## config.mk

```make
export PLATFORM = sky130hd
export DESIGN_NAME = irqc_top
export DESIGN_NICKNAME = d
export VERILOG_FILES = /design/src/rtl/irqc_pkg.sv /design/src/rtl/irqc_edge_cell.sv /design/src/rtl/irqc_mask_reg.sv /design/src/rtl/irqc_regif.sv /design/src/rtl/irqc_top.sv
export SDC_FILE = /design/constraint.sdc
export NUM_CORES = 1
export LEC_CHECK = 0
export BUFFER_PORTS_ARGS = -buffer_cell sky130_fd_sc_hd__buf_4
export CORE_MARGIN = 2
export CORE_UTILIZATION = 52
export CTS_CLUSTER_DIAMETER = 200
export DETAILED_ROUTE_END_ITERATION = 12
export GPL_TIMING_DRIVEN = 0
export HOLD_SLACK_MARGIN = 0.05
export PLACE_DENSITY = 0.79
export REMOVE_ABC_BUFFERS = 1
export SLEW_MARGIN = 10
export SYNTH_ARGS = -nofsm -noshare
export SYNTH_HDL_FRONTEND = slang
export SYNTH_SLANG_ARGS = --single-unit
```

## constraint.sdc

```tcl
create_clock -name clk -period 3.3 [get_ports clk]
set_clock_uncertainty 0.1 [all_clocks]
set_input_delay 0.99 -clock clk [delete_from_list [all_inputs] [get_ports clk]]
set_output_delay 0.99 -clock clk [all_outputs]
set_load 0.05 [all_outputs]
```

## src/rtl/irqc_pkg.sv

```systemverilog
package irqc_pkg;

    localparam int BYTE_W = 8;
    localparam int ADDR_W = 3;

    typedef logic [BYTE_W-1:0] byte_t;

    typedef enum logic [ADDR_W-1:0] {
        REG_STATE_A = 3'd0,
        REG_REQ_A   = 3'd1,
        REG_MASK_A  = 3'd2,
        REG_STATE_B = 3'd3,
        REG_REQ_B   = 3'd4,
        REG_MASK_B  = 3'd5,
        REG_STATE_F = 3'd6,
        REG_MASK_F  = 3'd7
    } reg_sel_e;

    // Decoded write intent for one cycle
    typedef struct packed {
        logic  ld_mask_a;
        logic  ld_mask_b;
        logic  ld_mask_f;
        logic  clr_a;
        byte_t data;
    } wr_cmd_t;

    // State and mask view of one source group
    typedef struct packed {
        byte_t state;
        byte_t mask;
        byte_t req;
    } group_view_t;

    function automatic logic any_set(input byte_t v);
        return |v;
    endfunction

endpackage

```

## src/rtl/irqc_edge_cell.sv

```systemverilog
module irqc_edge_cell (
    input  logic clk,
    input  logic rst,
    input  logic src,
    input  logic clr,
    output logic held
);
    logic prev_q;
    logic held_q;

    // A new rising edge takes priority over a clear in the same cycle
    always_ff @(posedge clk) begin
        if (rst) begin
            prev_q <= 1'b0;
            held_q <= 1'b0;
        end else begin
            prev_q <= src;
            held_q <= (held_q & ~clr) | (src & ~prev_q);
        end
    end

    assign held = held_q;
endmodule

```

## src/rtl/irqc_mask_reg.sv

```systemverilog
module irqc_mask_reg
    import irqc_pkg::*;
(
    input  logic  clk,
    input  logic  rst,
    input  logic  ld,
    input  byte_t wdata,
    input  byte_t state,
    output group_view_t view
);
    byte_t mask_q;

    always_ff @(posedge clk) begin
        if (rst)
            mask_q <= '0;
        else if (ld)
            mask_q <= wdata;
    end

    always_comb begin
        view.state = state;
        view.mask  = mask_q;
        view.req   = state & mask_q;
    end
endmodule

```

## src/rtl/irqc_regif.sv

```systemverilog
module irqc_regif
    import irqc_pkg::*;
(
    input  logic [ADDR_W-1:0] addr,
    input  logic              wr_en,
    input  byte_t             wdata,
    input  group_view_t       grp_a,
    input  group_view_t       grp_b,
    input  group_view_t       grp_f,
    output wr_cmd_t           cmd,
    output byte_t             rdata
);
    reg_sel_e sel;
    assign sel = reg_sel_e'(addr);

    always_comb begin
        cmd           = '0;
        cmd.data      = wdata;
        cmd.ld_mask_a = wr_en && (sel == REG_MASK_A);
        cmd.ld_mask_b = wr_en && (sel == REG_MASK_B);
        cmd.ld_mask_f = wr_en && (sel == REG_MASK_F);
        cmd.clr_a     = wr_en && (sel == REG_REQ_A);
    end

    // The fast group's request byte only feeds the output, never the read path
    byte_t unused_req_f;
    assign unused_req_f = grp_f.req;

    always_comb begin
        unique case (sel)
            REG_STATE_A: rdata = grp_a.state;
            REG_REQ_A:   rdata = grp_a.req;
            REG_MASK_A:  rdata = grp_a.mask;
            REG_STATE_B: rdata = grp_b.state;
            REG_REQ_B:   rdata = grp_b.req;
            REG_MASK_B:  rdata = grp_b.mask;
            REG_STATE_F: rdata = grp_f.state;
            REG_MASK_F:  rdata = grp_f.mask | (unused_req_f & 8'h00);
            default:     rdata = '0;
        endcase
    end
endmodule

```

## src/rtl/irqc_top.sv

```systemverilog
module irqc_top
    import irqc_pkg::*;
#(
    parameter logic [7:0] EDGE_BITS_A = 8'h0C
) (
    input  logic        clk,
    input  logic        rst,
    input  logic [2:0]  addr,
    input  logic        wr_en,
    input  logic [7:0]  wdata,
    output logic [7:0]  rdata,
    input  logic [7:0]  src_a,
    input  logic [7:0]  src_b,
    input  logic [7:0]  src_f,
    output logic        irq_out,
    output logic        fiq_out
);
    wr_cmd_t     cmd;
    group_view_t grp_a, grp_b, grp_f;
    byte_t       stat_a;
    byte_t       mask_a, mask_b, mask_f;

    // Bank A state: held edge bits or followed level bits, picked per bit
    for (genvar i = 0; i < BYTE_W; i++) begin : g_bank_a
        if (EDGE_BITS_A[i]) begin : g_edge
            irqc_edge_cell u_cell (
                .clk  (clk),
                .rst  (rst),
                .src  (src_a[i]),
                .clr  (cmd.clr_a & cmd.data[i]),
                .held (stat_a[i])
            );
        end else begin : g_level
            assign stat_a[i] = src_a[i];
        end
    end

    irqc_mask_reg u_grp_a (
        .clk(clk), .rst(rst), .ld(cmd.ld_mask_a), .wdata(cmd.data),
        .state(stat_a), .view(grp_a)
    );

    irqc_mask_reg u_grp_b (
        .clk(clk), .rst(rst), .ld(cmd.ld_mask_b), .wdata(cmd.data),
        .state(src_b), .view(grp_b)
    );

    irqc_mask_reg u_grp_f (
        .clk(clk), .rst(rst), .ld(cmd.ld_mask_f), .wdata(cmd.data),
        .state(src_f), .view(grp_f)
    );

    irqc_regif u_regif (
        .addr(addr), .wr_en(wr_en), .wdata(wdata),
        .grp_a(grp_a), .grp_b(grp_b), .grp_f(grp_f),
        .cmd(cmd), .rdata(rdata)
    );

    assign mask_a  = grp_a.mask;
    assign mask_b  = grp_b.mask;
    assign mask_f  = grp_f.mask;
    assign irq_out = any_set(grp_a.req) | any_set(grp_b.req);
    assign fiq_out = any_set(grp_f.req);
endmodule

```

==> qor.csv, run 1 <==
stage,metric,value,unit
synthesis,syn_area,0.00174,sq mm
sta,clock.fmax,0.302,GHz
placed_design,numPlacedInstances,309,
synthesis,synth_top_area_share,32.2,%
power,comb_power_share,30.0,%
clock_network,htree_num_levels,1,
routing,drt_iter0_drc,183,
hold_path,hold_class,register to register,
power,peakVddDrop,0.215,mV
synthesis,yosys-top-cells-area,"dfxtp_1 (32%), nand2_1 (16%), a21oi_1 (8.9%)",
critical_path,crit_buf_inv,4,
placed_design,post-place-ws,-202,ps
power,power_density,330,mW/mm^2
critical_path,r2r_cells,2,
global_routing,grt_max_degree,37,
cells_and_area,drive_gt1_share,26.6,%
synthesis,synth_ff_type,dfxtp_1,
critical_path,cp_slowest_stage_delay,210,ps
synthesis,yosys.area.top_type,dfxtp_1,
status,violations,negative setup slack,
routing,ant_nets,0,
sta,rsz0062_at_grt,yes,
synthesis,ys_ff_latch,28,
placed_design,dpl-instance-area,0.00207,sq mm
synthesis,yosysWarnings,0,
status,status,finished with violations,
power,switching_share,31.7,%
routing,via_per_inst,5.84,
floorplanning,die_w,61.9,um
critical_path,startpoint,addr[0],
critical_path,reg2reg_from,u_grp_a.mask_q[1],
clock_network,clkLatencyLatePin,330,ps
sta,finalHoldViolCount,0,
clock_network,cts_buffers,3,
global_routing,grt_pass1_wl,7470,um
job,maxCapViolCount,0,
critical_path,worstSetupPathType,input pin to output port,
sta,setup_viol,1,
critical_path,worstPathCellList,buf_16 -> clkbuf_4 -> and2b_1 -> buf_4 -> o21ba_2 -> o31ai_2 -> buf_6,
critical_path,required,2210,ps
critical_path,r2r_slack,2500,ps
synthesis,syn_inst,229,
clock_network,hold_buffers,0,
routing,routed_wl,5120,um
power,p_leak,0.913,nW
floorplanning,start_util,53.0,%
clock_network,cts_root_buffer,clkbuf_4,
critical_path,r2r-end,u_grp_a.mask_q[1],
cells_and_area,area_growth,30.7,%
synthesis,avgSynthCellArea,7.60,sq um
placed_design,gp_congestion,0.801,
power,pwr-share-clk,22.9,%
critical_path,crit_arrival,2220,ps
routing,drc,0,
sta,timing.final.crit_share,100,%
clock_network,clk_pin_slew,150,ps
sta,period_needed,3310,ps
synthesis,synth-edff-count,0,
floorplanning,dieArea,0.00383,sq mm
power,power_frac_seq,47.1,%
synthesis,synth_common_cells,"nand2_1 (72), a21oi_1 (31), dfxtp_1 (28), nor2_1 (9), o21ai_0 (7)",
sta,setup_slack,-8.55,ps
power,p_int,0.513,mW
sta,worst_slew_pin_slew,639,ps
routing,num_vias,1851,
sta,relSlewSlack,57.3,%
cells_and_area,stdcell_area,0.00227,sq mm
synthesis,async_flop_share,0,%
cells_and_area,nNetsFinal,310,
global_routing,grt_remaining_overflow,0,
critical_path,cp_slowest_cell,o31ai_2,
floorplanning,num_io_pins,48,
sta,drv_slew,0,
floorplanning,core,0.00328,sq mm
critical_path,path_depth,7,
critical_path,cp-endpoint,rdata[7],
synthesis,ys_seq_area_share,32.2,%
global_routing,first_global_vias,1574,
clock_network,cts_max_path_buffers,2,
cells_and_area,antenna_cells,0,
critical_path,critical-path-top-delay-family,buffers and inverters,
placed_design,hpwl,3310,um
power,finalPower,0.751,mW
critical_path,end_kind,output port,
sta,holdWs,375,ps
clock_network,cts_sinks,28,
routing,wl_per_cell,16.1,um
critical_path,worstPathMaxFanout,6,
global_routing,track_usage,27.3,%
synthesis,post-synth-top-count-cell,nand2_1,
clock_network,cts_tree,done,
floorplanning,die_h,61.9,um
placed_design,numPortBuffers,47,
floorplanning,rows,21,
global_routing,antenna_found_initial,0,
power,p_switching,0.238,mW
critical_path,startpoint_type,input pin,
routing,first_pass_iters,4,
synthesis,synth_cell_types,43,
cells_and_area,stdcell_count,317,
[power by group through the flow]
| stage | Sequential (mW) | Clock, mW | Combinational [mW] |
|---|---|---|---|
| after global placement | 0.361 | 0 | 0.196 |
| after CTS | 0.354 | 0.171 | 0.212 |
| after global routing | 0.355 | 0.184 | 0.239 |
| after detailed placement | 0.361 | 0 | 0.198 |
| final | 0.354 | 0.172 | 0.225 |
| after floorplan | 0.359 | 0 | 0.104 |
[layer usage]
| metal | vias up | track usage, % | routed length, um |
|---|---|---|---|
| met5 | - | 0 | 0 |
| met4 | 0 | 8.51 | 48 |
| met3 | 7 | 3.52 | 396 |
| met2 | 79 | 47.1 | 2580 |
| met1 | 865 | 35.6 | 2100 |
| li1 | 900 | - | - |
[layout by cell type (no fill, tap or decap), drive strengths merged, types with 2 or more instances in the layout]
master	n
nand3	3
nor2b	6
mux4	5
a22o	2
o221ai	2
mux2	4
nor3	3
o211ai	2
inv	6
o22ai	3
nand2	72
buf	49
dfxtp	28
a22oi	4
and2	5
a221oi	2
clkbuf	5
a21oi	31
a2111o	2
mux2i	3
nor2	9
nand4	3
o21ai	8
[layout make-up]
class | instances | area (sq um)
timing repair buffer | 51 | 468
clock buffer | 4 | 36.3
multi-input combinational | 182 | 1130
fill | 315 | 1010
sequential | 28 | 561
tap | 46 | 57.6
inverter | 6 | 22.5
[worst min-delay path by stage]
stage | from | depth (start not counted) | to | slack [ps]
2_1_floorplan | u_grp_b.mask_q[5] | 2 | u_grp_b.mask_q[5] | 330
3_3_place_gp | u_grp_a.mask_q[2] | 2 | u_grp_a.mask_q[2] | 350
3_5_place_dp | u_grp_a.mask_q[5] | 2 | u_grp_a.mask_q[5] | 360
4_1_cts | u_grp_a.mask_q[5] | 2 | u_grp_a.mask_q[5] | 380
5_1_grt | u_grp_a.mask_q[2] | 2 | u_grp_a.mask_q[2] | 400
6_report | u_grp_b.mask_q[2] | 2 | u_grp_b.mask_q[2] | 370
[worst reg2reg max path, cell delays in order, from the launching register on]
cell and delay [ps]:
dfxtp_1 430, nand2_1 70, a21oi_1 140
[flip-flops by register name (all words and copies together) (netlist names)]
name	flops
u_grp_b.mask_q	8
g_bank_a.g_edge.u_cell.held	2
g_bank_a.g_edge.u_cell.prev_q	2
u_grp_a.mask_q	8
u_grp_f.mask_q	8
[stage by stage]
step / setup TNS (ps) / utilization [%]
floorplan: -431 / -
global placement: -345 / 63.0
detailed placement: -452 / 63.0
CTS: -0.288 / 66.8
global route: -138 / 69.3
finish: -8.55 / 69.3
[cell families after synthesis]
group	count (synthesis)	synth area share (%)
buf+inv	19	5.97
flops	28	32.2
simple gates	108	28.2
mux	12	11.4
compound gates	62	22.2
[timing repair]
item | 4_1_cts | 5_1_grt
setup endpoints to repair | 4 | 2
pin swaps | 2 | 2
gates cloned | 1 | 0
buffers inserted | 1 | 2
resized for setup | 11 | 11
No activity file was read; power rests on OpenSTA's default activity.
==> inputs of run 2 (changes only) <==
- BUFFER_PORTS_ARGS: -buffer_cell sky130_fd_sc_hd__buf_4 -> -buffer_cell sky130_fd_sc_hd__buf_2
- CORE_UTILIZATION: 52 -> 54
- CTS_BUF_LIST: not set -> sky130_fd_sc_hd__clkbuf_4 sky130_fd_sc_hd__clkbuf_8
- PLACE_DENSITY: 0.79 -> 0.82
==> run 2 against run 1 <==
Cell area down 7.5%. First-iteration DRC count fell by 43%. Largest power group unchanged. Die area decreased by 3.5%. Flip-flop and latch count stayed put. The flow now finishes without violations. Wire length fell by 7.0%.
==> qor.csv, run 2 (synthesis results as in run 1) <==
stage,metric,value,unit,change
placed_design,gp_congestion,0.815,,+1.9%
sta,worst_slew_pin_slew,637,ps,-1.48 ps
clock_network,clkLatencyLatePin,330,ps,about the same
clock_network,htree_num_levels,1,,unchanged
sta,timing.final.crit_share,98.7,%,-1.5 points
clock_network,clk_pin_slew,140,ps,about the same
routing,drc,0,,unchanged
routing,first_pass_iters,4,,unchanged
power,power_density,330,mW/mm^2,-0.21%
global_routing,antenna_found_initial,0,,unchanged
cells_and_area,nNetsFinal,307,,-0.97%
sta,period_needed,3260,ps,-50.1 ps
sta,setup_viol,0,,-1
sta,rsz0062_at_grt,yes,,
floorplanning,rows,20,,-4.8%
global_routing,first_global_vias,1652,,+5.0%
cells_and_area,largestRegisters,"u_grp_a.mask_q (8), u_grp_b.mask_q (8), u_grp_f.mask_q (8)",,
cells_and_area,drive_gt1_share,25.1,%,-1.5 points
floorplanning,die_w,60.8,um,-1.7%
clock_network,cts_tree,done,,
placed_design,dpl-instance-area,0.00195,sq mm,-5.8%
routing,drt_iter0_drc,105,,-43%
cells_and_area,final_core_util,68.9,%,-0.32 points
cells_and_area,layout_commonest_cell,nand2_1,,
global_routing,grt_pass1_wl,7670,um,+2.7%
critical_path,worstSetupPathType,input pin to output port,,
global_routing,grt_max_degree,37,,unchanged
floorplanning,start_util,57.0,%,+4.0 points
clock_network,cts_setup_buffers,0,,-1
critical_path,crit_arrival,2170,ps,-50 ps
cells_and_area,antenna_cells,0,,unchanged
global_routing,grt_remaining_overflow,0,,unchanged
sta,setup_tns,0,ps,+8.55 ps
sta,setup_slack,41.6,ps,+50.1 ps
clock_network,cts_root_buffer,clkbuf_4,,
status,status,finished clean,,
cells_and_area,multiInputGateArea,0.00111,sq mm,-1.8%
job,maxCapViolCount,0,,unchanged
floorplanning,dieArea,0.00369,sq mm,-3.5%
cells_and_area,fillers,288,,-8.6%
cells_and_area,layout_common_cells,"nand2_1 (71), buf_2 (41), a21oi_1 (31)",,
cells_and_area,stdcell_area,0.00210,sq mm,-7.5%
routing,num_vias,1819,,-1.7%
cells_and_area,area_growth,20.9,%,
sta,clock.fmax,0.307,GHz,+1.5%
placed_design,numPortBuffers,47,,unchanged
routing,routed_wl,4760,um,-7.0%
cells_and_area,stdcell_count,311,,-1.9%
power,peakVddDrop,0.225,mV,+4.6%
sta,drv_slew,0,,unchanged
critical_path,startpoint_type,input pin,,
critical_path,worstPathMaxFanout,36,,+30
routing,ant_nets,0,,unchanged
placed_design,numPlacedInstances,307,,-0.65%
sta,relSlewSlack,57.4,%,+0.099 points
critical_path,end_kind,output port,,
sta,holdWs,373,ps,-2.07 ps
placed_design,hpwl,3210,um,-3.1%
floorplanning,num_io_pins,48,,unchanged
placed_design,post-place-ws,-429,ps,-227 ps
floorplanning,die_h,60.8,um,-1.7%
critical_path,required,2210,ps,about the same
routing,via_per_inst,5.85,,+0.17%
power,p_leak,0.852,nW,-6.6%
routing,wl_per_cell,15.3,um,-5.2%
clock_network,cts_max_path_buffers,2,,unchanged
clock_network,cts_sinks,28,,unchanged
cells_and_area,seqCellArea,561,sq um,unchanged
floorplanning,core,0.00305,sq mm,-7.0%
sta,finalHoldViolCount,0,,unchanged
global_routing,track_usage,28.4,%,+1.1 points
clock_network,cts_buffers,3,,unchanged
power,finalPower,0.694,mW,-7.7%
hold_path,hold_class,register to register,,
clock_network,hold_buffers,0,,unchanged
-- run 2: worst paths after layout --
check                         start           endpoint  slack [ps]  cells past startpoint
setup reg to reg  u_grp_a.mask_q[1]  u_grp_a.mask_q[1]        2520                      2
hold / removal    u_grp_a.mask_q[2]  u_grp_a.mask_q[2]         370                      2
hold reg to reg   u_grp_a.mask_q[2]  u_grp_a.mask_q[2]         370                      2
setup / recovery            addr[2]           rdata[3]          40                      4
-- run 2: critical path, cell delays in order --
cell    delay, ps
buf_16        170
mux4_2        510
mux2_2        280
buf_2         210
-- run 2: what timing repair did --
| item | CTS | global route |
|---|---|---|
| gates resized for setup | 18 | 6 |
| cloned | 1 | 0 |
| pin swaps | 1 | 1 |
| setup endpoints to repair | 8 | 4 |
-- run 2: cell type report --
class	instances	share of cell area, %
multi-input combinational	182	52.7
sequential	28	26.6
timing repair buffer	48	15.9
tap	44	2.62
clock buffer	3	1.07
inverter	6	1.07
-- run 2: metal layers --
metal,track usage [%],vias to the layer above,share of wire [%]
met3,3.41,11,7.5
met2,46.7,72,47
li1,-,887,-
met4,10.6,0,2.2
met5,0,-,0
met1,38.6,849,43
-- run 2: power by group --
group          switching, mW  internal (mW)
sequential           0.00642          0.348
combinational          0.121         0.0773
clock                 0.0983         0.0430
